### src/rtl/coll_pkg.sv
package coll_pkg;

  typedef enum logic [1:0] {
    PS_ATTACH  = 2'b00,
    PS_TWISTED = 2'b01,
    PS_DIRECT  = 2'b10,
    PS_SERIAL  = 2'b11
  } port_sel_e;

  // bit positions inside the synchronized activity vector
  localparam int unsigned A_CI   = 0;
  localparam int unsigned A_TPTX = 1;
  localparam int unsigned A_TPRX = 2;
  localparam int unsigned A_CRS  = 3;
  localparam int unsigned A_TXEN = 4;
  localparam int unsigned A_SCOL = 5;
  localparam int unsigned A_NUM  = 6;

  // raw collision condition of the selected port
  function automatic logic port_detect(input port_sel_e sel, input logic [A_NUM-1:0] a);
    logic r;
    unique case (sel)
      PS_ATTACH:  r = a[A_CI];
      PS_TWISTED: r = a[A_TPTX] & a[A_TPRX];
      PS_DIRECT:  r = a[A_CRS] & a[A_TXEN];
      default:    r = 1'b0;
    endcase
    return r;
  endfunction

  // pin direction: drive only when awake, enabled and not the serial input port
  function automatic logic pin_drives(input port_sel_e sel, input logic awake, input logic en);
    return awake & en & (sel != PS_SERIAL);
  endfunction

  // SQE mask length in clock cycles
  function automatic int unsigned sqe_cycles(input int unsigned bits, input int unsigned cpb);
    return bits * cpb;
  endfunction

endpackage

### src/rtl/coll_sync.sv
module coll_sync #(
  parameter int unsigned W      = 6,
  parameter int unsigned STAGES = 2
) (
  input  logic         clk,
  input  logic         rst_n,
  input  logic [W-1:0] d,
  output logic [W-1:0] q
);

  logic [W-1:0] stg [STAGES];

  generate
    for (genvar s = 0; s < STAGES; s++) begin : g_stage
      if (s == 0) begin : g_first
        always_ff @(posedge clk or negedge rst_n) begin
          if (!rst_n) stg[0] <= '0;
          else        stg[0] <= d;
        end
      end else begin : g_next
        always_ff @(posedge clk or negedge rst_n) begin
          if (!rst_n) stg[s] <= '0;
          else        stg[s] <= stg[s-1];
        end
      end
    end
  endgenerate

  assign q = stg[STAGES-1];

endmodule

### src/rtl/coll_sqe_window.sv
module coll_sqe_window #(
  parameter int unsigned WIN = 40
) (
  input  logic clk,
  input  logic rst_n,
  input  logic tx_active,
  output logic mask,
  output logic tx_fall
);

  localparam int unsigned CW = $clog2(WIN + 1);
  localparam logic [CW-1:0] LOAD = CW'(WIN - 1);

  logic          tx_prev;
  logic [CW-1:0] cnt;

  assign tx_fall = tx_prev & ~tx_active;

  always_ff @(posedge clk or negedge rst_n) begin
    if (!rst_n) begin
      tx_prev <= 1'b0;
      cnt     <= '0;
    end else begin
      tx_prev <= tx_active;
      if (tx_fall)        cnt <= LOAD;
      else if (cnt != '0) cnt <= cnt - 1'b1;
    end
  end

  assign mask = tx_fall | (cnt != '0);

endmodule

### src/rtl/coll_abort_gen.sv
module coll_abort_gen (
  input  logic clk,
  input  logic rst_n,
  input  logic col_s,
  input  logic arm,
  output logic abort,
  output logic col_rise
);

  logic col_prev;

  always_ff @(posedge clk or negedge rst_n) begin
    if (!rst_n) col_prev <= 1'b0;
    else        col_prev <= col_s;
  end

  assign col_rise = col_s & ~col_prev;
  assign abort    = col_rise & arm;

endmodule

### src/rtl/coll_port_mux.sv
module coll_port_mux #(
  parameter int unsigned SYNC_STAGES  = 2,
  parameter int unsigned SQE_BITS     = 40,
  parameter int unsigned CLKS_PER_BIT = 1
) (
  input  logic       clk,
  input  logic       rst_n,
  input  logic [1:0] port_sel,
  input  logic       sleep_n,
  input  logic       pin_en,
  input  logic       ci_col,
  input  logic       tp_tx_act,
  input  logic       tp_rx_act,
  input  logic       da_crs,
  input  logic       da_txen,
  input  logic       ser_col_in,
  input  logic       mac_tx_active,
  input  logic       mac_rx_active,
  output logic       col_o,
  output logic       col_oe,
  output logic       rx_abort
);
  import coll_pkg::*;

  localparam int unsigned SQE_WIN = sqe_cycles(SQE_BITS, CLKS_PER_BIT);

  port_sel_e        sel;
  logic [A_NUM-1:0] act_raw;
  logic [A_NUM-1:0] act_s;
  logic             raw_col;
  logic             sqe_mask;
  logic             tx_fall;
  logic             ser_rise;
  logic             abort_arm;

  assign sel = port_sel_e'(port_sel);

  always_comb begin
    act_raw         = '0;
    act_raw[A_CI]   = ci_col;
    act_raw[A_TPTX] = tp_tx_act;
    act_raw[A_TPRX] = tp_rx_act;
    act_raw[A_CRS]  = da_crs;
    act_raw[A_TXEN] = da_txen;
    act_raw[A_SCOL] = ser_col_in;
  end

  coll_sync #(.W(A_NUM), .STAGES(SYNC_STAGES)) u_sync (
    .clk   (clk),
    .rst_n (rst_n),
    .d     (act_raw),
    .q     (act_s)
  );

  coll_sqe_window #(.WIN(SQE_WIN)) u_sqe (
    .clk       (clk),
    .rst_n     (rst_n),
    .tx_active (mac_tx_active),
    .mask      (sqe_mask),
    .tx_fall   (tx_fall)
  );

  assign abort_arm = (sel == PS_SERIAL) & sleep_n & pin_en & mac_rx_active;

  coll_abort_gen u_abort (
    .clk      (clk),
    .rst_n    (rst_n),
    .col_s    (act_s[A_SCOL]),
    .arm      (abort_arm),
    .abort    (rx_abort),
    .col_rise (ser_rise)
  );

  assign raw_col = port_detect(sel, act_s);
  assign col_oe  = pin_drives(sel, sleep_n, pin_en);
  assign col_o   = col_oe & raw_col & ~((sel == PS_ATTACH) & sqe_mask);

endmodule

### config.mk
export PLATFORM = sky130hd
export DESIGN_NAME = coll_port_mux
export DESIGN_NICKNAME = d
export VERILOG_FILES = /design/src/rtl/coll_pkg.sv /design/src/rtl/coll_sync.sv /design/src/rtl/coll_sqe_window.sv /design/src/rtl/coll_abort_gen.sv /design/src/rtl/coll_port_mux.sv
export SDC_FILE = /design/constraint.sdc
export NUM_CORES = 1
export LEC_CHECK = 0
export ABC_AREA = 1
export BUFFER_PORTS_ARGS = -buffer_cell sky130_fd_sc_hd__buf_2
export CORE_MARGIN = 3
export CORE_UTILIZATION = 25
export DETAILED_ROUTE_END_ITERATION = 6
export GPL_ROUTABILITY_DRIVEN = 0
export PLACE_DENSITY = 0.46
export RECOVER_POWER = 50
export SYNTH_ARGS = -nofsm -noshare
export SYNTH_HDL_FRONTEND = slang
export SYNTH_SLANG_ARGS = --single-unit
### constraint.sdc
create_clock -name clk -period 1.1 [get_ports clk]
set_input_delay 0.055 -clock clk [delete_from_list [all_inputs] [get_ports clk]]
set_output_delay 0.055 -clock clk [all_outputs]
set_load 0.02 [all_outputs]
==> flow_metrics.env, run 1 <==
export IMPL_cts_tree="built"
export IMPL_drc=0
export IMPL_skew_ns=0.00324
export IMPL_synthFlopType="dfrtp_1"
export IMPL_leakagePower_nw=0.612
export IMPL_path_buf_inv=2
export IMPL_dr_pass1_iters=4
export IMPL_fin_crit_sh_pct=130
export IMPL_synth_area_per_cell_sq_um=10.6
export IMPL_reg2regPathDepth=8
export IMPL_yosys_top_cells_area="dfrtp_1 (63%), nand2_1 (8.0%), inv_1 (3.8%), nor2_1 (3.3%), ha_1 (3.2%)"
export IMPL_worstPathArrival_ns=1.37
export IMPL_track_usage_pct=9.47
export IMPL_antenna_found_initial=0
export IMPL_grt_pass1_wl_um=2900
export IMPL_cp_cell_sequence="inv_2, ha_4, nand3_4, nor2_4, nor2_2, nor2_2, buf_6"
export IMPL_clock_fmax_mhz=701
export IMPL_synth_seq_cells=20
export IMPL_initial_utilization_pct=27.6
export IMPL_outcome="complete, but fails checks"
export IMPL_syn_nets=91
export IMPL_diodes=0
export IMPL_slowest_delay_ns=0.41
export IMPL_seq_area_frac_synth_pct=63.1
export IMPL_drive_gt1_share_pct=50.0
export IMPL_hpwl_um=1060
export IMPL_maxCapViolCount=0
export IMPL_holdWs_ns=0.127
export IMPL_crit_family="flip-flops"
export IMPL_clk_path_buf_depth=2
export IMPL_core_area_sq_um=2880
export IMPL_peakVddDrop_mv=0.703
export IMPL_fin_crit_ns=1.43
export IMPL_yosysTopAreaCell="dfrtp_1"
export IMPL_drt_total_wl_um=1690
export IMPL_clkTransAtPathRegs_ns=0.11
export IMPL_grt_max_degree=21
export IMPL_cp_required_ns=1.04
export IMPL_yosysTopAreaCellShare_pct=63.1
export IMPL_antenna_left=0
export IMPL_cts_buffers_inserted=3
export IMPL_htreeDepth=1
export IMPL_finish_instance_area_sq_um=1280
export IMPL_hold_class="input pin to flip-flop"
export IMPL_root_buffer="clkbuf_4"
export IMPL_placed_area_sq_um=1010
export IMPL_ys_async_sr_fraction_pct=100
export IMPL_grt_overflow=0
export IMPL_yosys_warnings=0
export IMPL_setup_violations=7
export IMPL_critical_path_class="flip-flop to output port"
export IMPL_path_common_cell="nor2_2"
export IMPL_crit_slowest_cell="dfrtp_1"
export IMPL_yosysUniqueCellTypes=17
export IMPL_hold_start="mac_tx_active"
export IMPL_synth_edf_count=0
export IMPL_layout_nets=137
export IMPL_wire_per_inst_um=10.5
export IMPL_cp_end_kind="output port"
export IMPL_cp_start_kind="flip-flop"
export IMPL_violations="negative setup slack"
export IMPL_io_buffers=16
export IMPL_r2r_setup_slack_ns=-0.24
export IMPL_tightest_slew_ns=0.483
export IMPL_rows=19
export IMPL_rsz0062_at_grt="yes"
export IMPL_clock_latency_ns=0.31
export IMPL_hold_viol=0
export IMPL_worst_r2r_endpoint="u_sqe.cnt[1]"
export IMPL_vias=657
export IMPL_power_density_nw_per_um2=2030
export IMPL_crit_fanout=2
export IMPL_netlist_area_sq_um=793
export IMPL_min_to="u_sqe.cnt[5]"
export IMPL_fin_util_pct=44.5
export IMPL_synth_cells=75
export IMPL_die_h_um=62.3
export IMPL_layout_setup_ws_ns=-0.327
export IMPL_ioPinCount=17
export IMPL_maxSlewViolCount=0
export IMPL_slew_headroom_pct=67.8
export IMPL_die_x_um=62.3
export IMPL_hold_depth=4
export IMPL_dp_slack_ns=-0.0443
export IMPL_die_area_sq_um=3890
export IMPL_r2r_start="u_sqe.cnt[0]"
export IMPL_synth_common_cells="dfrtp_1 (20), nand2_1 (17), inv_1 (8)"
export IMPL_drtIter0Drc=4
export IMPL_viasPerCell=4.06
export IMPL_cts_sinks=20
export IMPL_synth_most_common_cell="dfrtp_1"
export IMPL_area_growth_pct=61.2
export IMPL_first_global_vias=673
sequential cells by signal, summed over array words and instances, names as in the netlist:
register / flops
u_sqe.cnt: 6
u_sync.q: 6
u_sync.stg: 6
u_abort.col_prev: 1
u_sqe.tx_prev: 1
report_power, final:
| part | switching [W] | internal, W |
|---|---|---|
| Sequential | 0.0000852 | 0.000860 |
| Clock | 0.000236 | 0.000369 |
| Combinational | 0.000473 | 0.000569 |
| Total | 0.000795 | 0.00180 |
metal layers:
metal	vias to the layer above	track usage [%]	wire, um
met5	-	0	0
met4	0	4.13	64
met3	9	3.42	98
met2	17	15.9	817
met1	309	10.9	714
li1	322	-	-
cells by family after synthesis:
group                    after synthesis  synth area share (%)
AND/OR/NAND/NOR                       38                  24.3
buffers and inverters                  9                  4.26
adder cells (fa/ha/maj)                2                  3.15
XOR/XNOR                               2                  2.21
AO/OA/AOI/OAI                          4                  3.00
flip-flops                            20                  63.1
timing repair:
item	4_1_cts	5_1_grt
setup endpoints to repair	7	8
cloned	0	0
setup buffers	6	2
pin swaps	5	3
hold buffers	8	0
gates resized for setup	10	10
hold endpoints to repair	27	0
placed cells by master, fill, tap and decap left out:
master	count
nand3_2	2
buf_2	12
clkbuf_4	3
nor2_1	6
clkbuf_1	1
dfrtp_1	20
xor2_1	1
buf_6	4
clkbuf_2	1
nor3_2	1
buf_4	15
ha_4	2
xnor2_2	1
dlygate4sd3_1	8
nor2_2	5
nand3_4	1
nand3_1	2
nand2_4	1
nand2_1	14
o21ai_2	2
bufinv_16	1
inv_2	3
inv_1	6
nand2_2	2
nand4_1	2
a21oi_2	2
nor2_4	2
layout make-up:
type	instances	area [sq um]
multi-input combinational	46	333
clock buffer	3	22.5
timing repair buffer	41	307
fill	279	1600
sequential	20	500
inverter	9	33.8
tap	42	52.6
clock inverter	1	30.0
how the worst max path moves through the flow:
stage	start	end	slack [ns]	cells past startpoint
finish	u_sqe.cnt[0]	col_o	-0.33	7
global route	u_sqe.cnt[0]	col_o	-0.43	7
CTS	u_sqe.cnt[0]	col_o	-0.32	7
detailed placement	u_sqe.cnt[1]	u_sqe.cnt[1]	-0.04	6
global placement	u_sqe.cnt[1]	col_o	-0.009	7
floorplan	u_sqe.cnt[0]	col_o	-0.06	6
worst min-delay path: cells and delay by family:
kind                   cells  cell delay [ns]
buffers and inverters      2             0.22
and+or+nand+nor            2             0.14
per-stage QoR:
| step | power, W | std cells | setup TNS (ns) |
|---|---|---|---|
| floorplan | 0.00137 | 75 | -0.0621 |
| global placement | 0.00166 | 143 | -0.0196 |
| detailed placement | 0.00167 | 143 | -0.0967 |
| CTS | 0.00241 | 160 | -1.28 |
| global route | 0.00278 | 162 | -1.93 |
| finish | 0.00259 | 162 | -1.44 |
Power figures use the tool's default switching activity.
==> run 2, diff against run 1 <==
--- a/config.mk
+++ b/config.mk
@@ -12,5 +12,5 @@
 export DETAILED_ROUTE_END_ITERATION = 6
 export GPL_ROUTABILITY_DRIVEN = 0
-export PLACE_DENSITY = 0.46
+export PLACE_DENSITY = 0.45
 export RECOVER_POWER = 50
 export SYNTH_ARGS = -nofsm -noshare
==> constraint.sdc (replaced) <==
create_clock -name clk -period 1.65 [get_ports clk]
set_input_delay 0.0825 -clock clk [delete_from_list [all_inputs] [get_ports clk]]
set_output_delay 0.0825 -clock clk [all_outputs]
set_load 0.005 [all_outputs]
==> run 2 against run 1 <==
Net effect:
- combinational power shrank 64%
- the flow now finishes without violations
- clock skew increased by 0.0022 ns
- routed wire length is 18% lower
- via count shrank 11%
- largest power group is now sequential cells
- register-to-register slack improved by 0.70 ns
- non-clock buffer count fell by 14
- clock power shrank 35%
- flip-flop and latch count stayed put
==> flow_metrics.env, run 2 (synthesized netlist as in run 1, its figures left out) <==
export IMPL_outcome="finished clean"
export IMPL_peakVddDrop_mv=0.485
export IMPL_hold_viol=0
export IMPL_rsz0062_at_grt="no"
export IMPL_wire_per_inst_um=9.39
export IMPL_viasPerCell=3.95
export IMPL_final_common_cell="dfrtp_1"
export IMPL_critical_path_class="flip-flop to output port"
export IMPL_clock_fmax_mhz=665
export IMPL_reg2regPathDepth=7
export IMPL_vias=584
export IMPL_track_usage_pct=8.09
export IMPL_antenna_found_initial=0
export IMPL_dp_cells=133
export IMPL_clock_latency_ns=0.30
export IMPL_cp_end_kind="output port"
export IMPL_cp_required_ns=1.57
export IMPL_r2r_start="u_sqe.cnt[1]"
export IMPL_htreeDepth=1
export IMPL_fin_crit_sh_pct=91.1
export IMPL_ioPinCount=17
export IMPL_tightest_slew_ns=1.06
export IMPL_hold_class="flip-flop to flip-flop"
export IMPL_cts_sinks=20
export IMPL_fin_util_pct=37.9
export IMPL_clkTransAtPathRegs_ns=0.12
export IMPL_maxSlewViolCount=0
export IMPL_dp_slack_ns=0.359
export IMPL_antenna_left=0
export IMPL_grt_max_degree=21
export IMPL_first_global_vias=581
export IMPL_die_area_sq_um=3890
export IMPL_crit_fanout=5
export IMPL_fin_setup_tns_ns=0
export IMPL_worstPathArrival_ns=1.42
export IMPL_cts_tree="built"
export IMPL_slew_headroom_pct=29.5
export IMPL_hpwl_um=987
export IMPL_layout_nets=123
export IMPL_io_buffers=16
export IMPL_power_w=0.00143
export IMPL_area_growth_pct=37.5
export IMPL_fin_cells=148
export IMPL_drc=0
export IMPL_crit_end="col_o"
export IMPL_worst_r2r_endpoint="u_sqe.cnt[1]"
export IMPL_die_x_um=62.3
export IMPL_grt_overflow=0
export IMPL_diodes=0
export IMPL_skew_ns=0.00546
export IMPL_fin_crit_ns=1.50
export IMPL_power_density_nw_per_um2=1310
export IMPL_setup_violations=0
export IMPL_layout_setup_ws_ns=0.147
export IMPL_grt_pass1_wl_um=2450
export IMPL_dr_pass1_iters=2
export IMPL_root_buffer="clkbuf_4"
export IMPL_final_cell_mix="dfrtp_1 (20), nand2_1 (17), buf_2 (14), dlygate4sd3_1 (8), nor2_1 (7)"
export IMPL_hold_depth=0
export IMPL_clk_path_buf_depth=2
export IMPL_die_h_um=62.3
export IMPL_drt_total_wl_um=1390
export IMPL_drive_gt1_share_pct=31.1
export IMPL_core_area_sq_um=2880
export IMPL_startpoint="u_sqe.cnt[1]"
export IMPL_cts_buffers_inserted=3
export IMPL_leakagePower_nw=0.519
export IMPL_rows=19
export IMPL_maxCapViolCount=0
export IMPL_drtIter0Drc=12
export IMPL_r2r_setup_slack_ns=0.46
export IMPL_initial_utilization_pct=27.6
export IMPL_cp_start_kind="flip-flop"
==> run 2: repair_timing <==
item	CTS	global route
hold buffers	8	0
setup buffers	0	3
endpoints found under the setup margin	0	1
gates resized for setup	0	4
hold endpoints to repair	27	0
==> run 2: report_power, final <==
group | switching, W | internal, W | total, W
Clock | 0.000151 | 0.000245 | 0.000396
Combinational | 0.000188 | 0.000185 | 0.000373
Sequential | 0.0000838 | 0.000573 | 0.000657
Total | 0.000423 | 0.00100 | 0.00143
==> run 2: layout make-up <==
type	instances	area, sq um
flip-flops and latches	20	500
clock inverters	1	30.0
clock buffers	3	22.5
fillers	285	1790
inverters	9	33.8
multi-input cells	46	272
repair buffers	27	180
well taps	42	52.6
==> run 2: routing by layer <==
metal  vias to the layer above  share of wire, %  track usage, %
li1                        300                 -               -
met1                       270                46            9.94
met2                        12                46            12.6
met3                         2               6.3            2.16
met4                         0               1.2            4.96
met5                         -                 0               0
==> run 2: critical path: stages, from the launching register on <==
cell     delay, ns
dfrtp_1       0.44
inv_2         0.09
ha_4          0.14
nand3_4       0.10
nor2_4        0.14
nor2_1        0.06
nor2_2        0.06
buf_2         0.11
==> run 2: how the worst min path moves through the flow <==
stage                        start               end
floorplan                    rst_n  u_abort.col_prev
global placement             rst_n     u_sync.stg[7]
detailed placement           rst_n     u_sync.stg[8]
CTS                          rst_n     u_sync.stg[6]
global route         u_sync.stg[9]       u_sync.q[3]
finish              u_sync.stg[11]       u_sync.q[5]
==> run 2: per-stage QoR <==
| stage | hold WS, ns | instance area (sq um) |
|---|---|---|
| 3_5_place_dp | 0.0574 | 926 |
| 3_3_place_gp | 0.0532 | 926 |
| 5_1_grt | 0.379 | 1090 |
| 6_report | 0.356 | 1090 |
| 4_1_cts | 0.251 | 1060 |
| 2_1_floorplan | -0.213 | 793 |
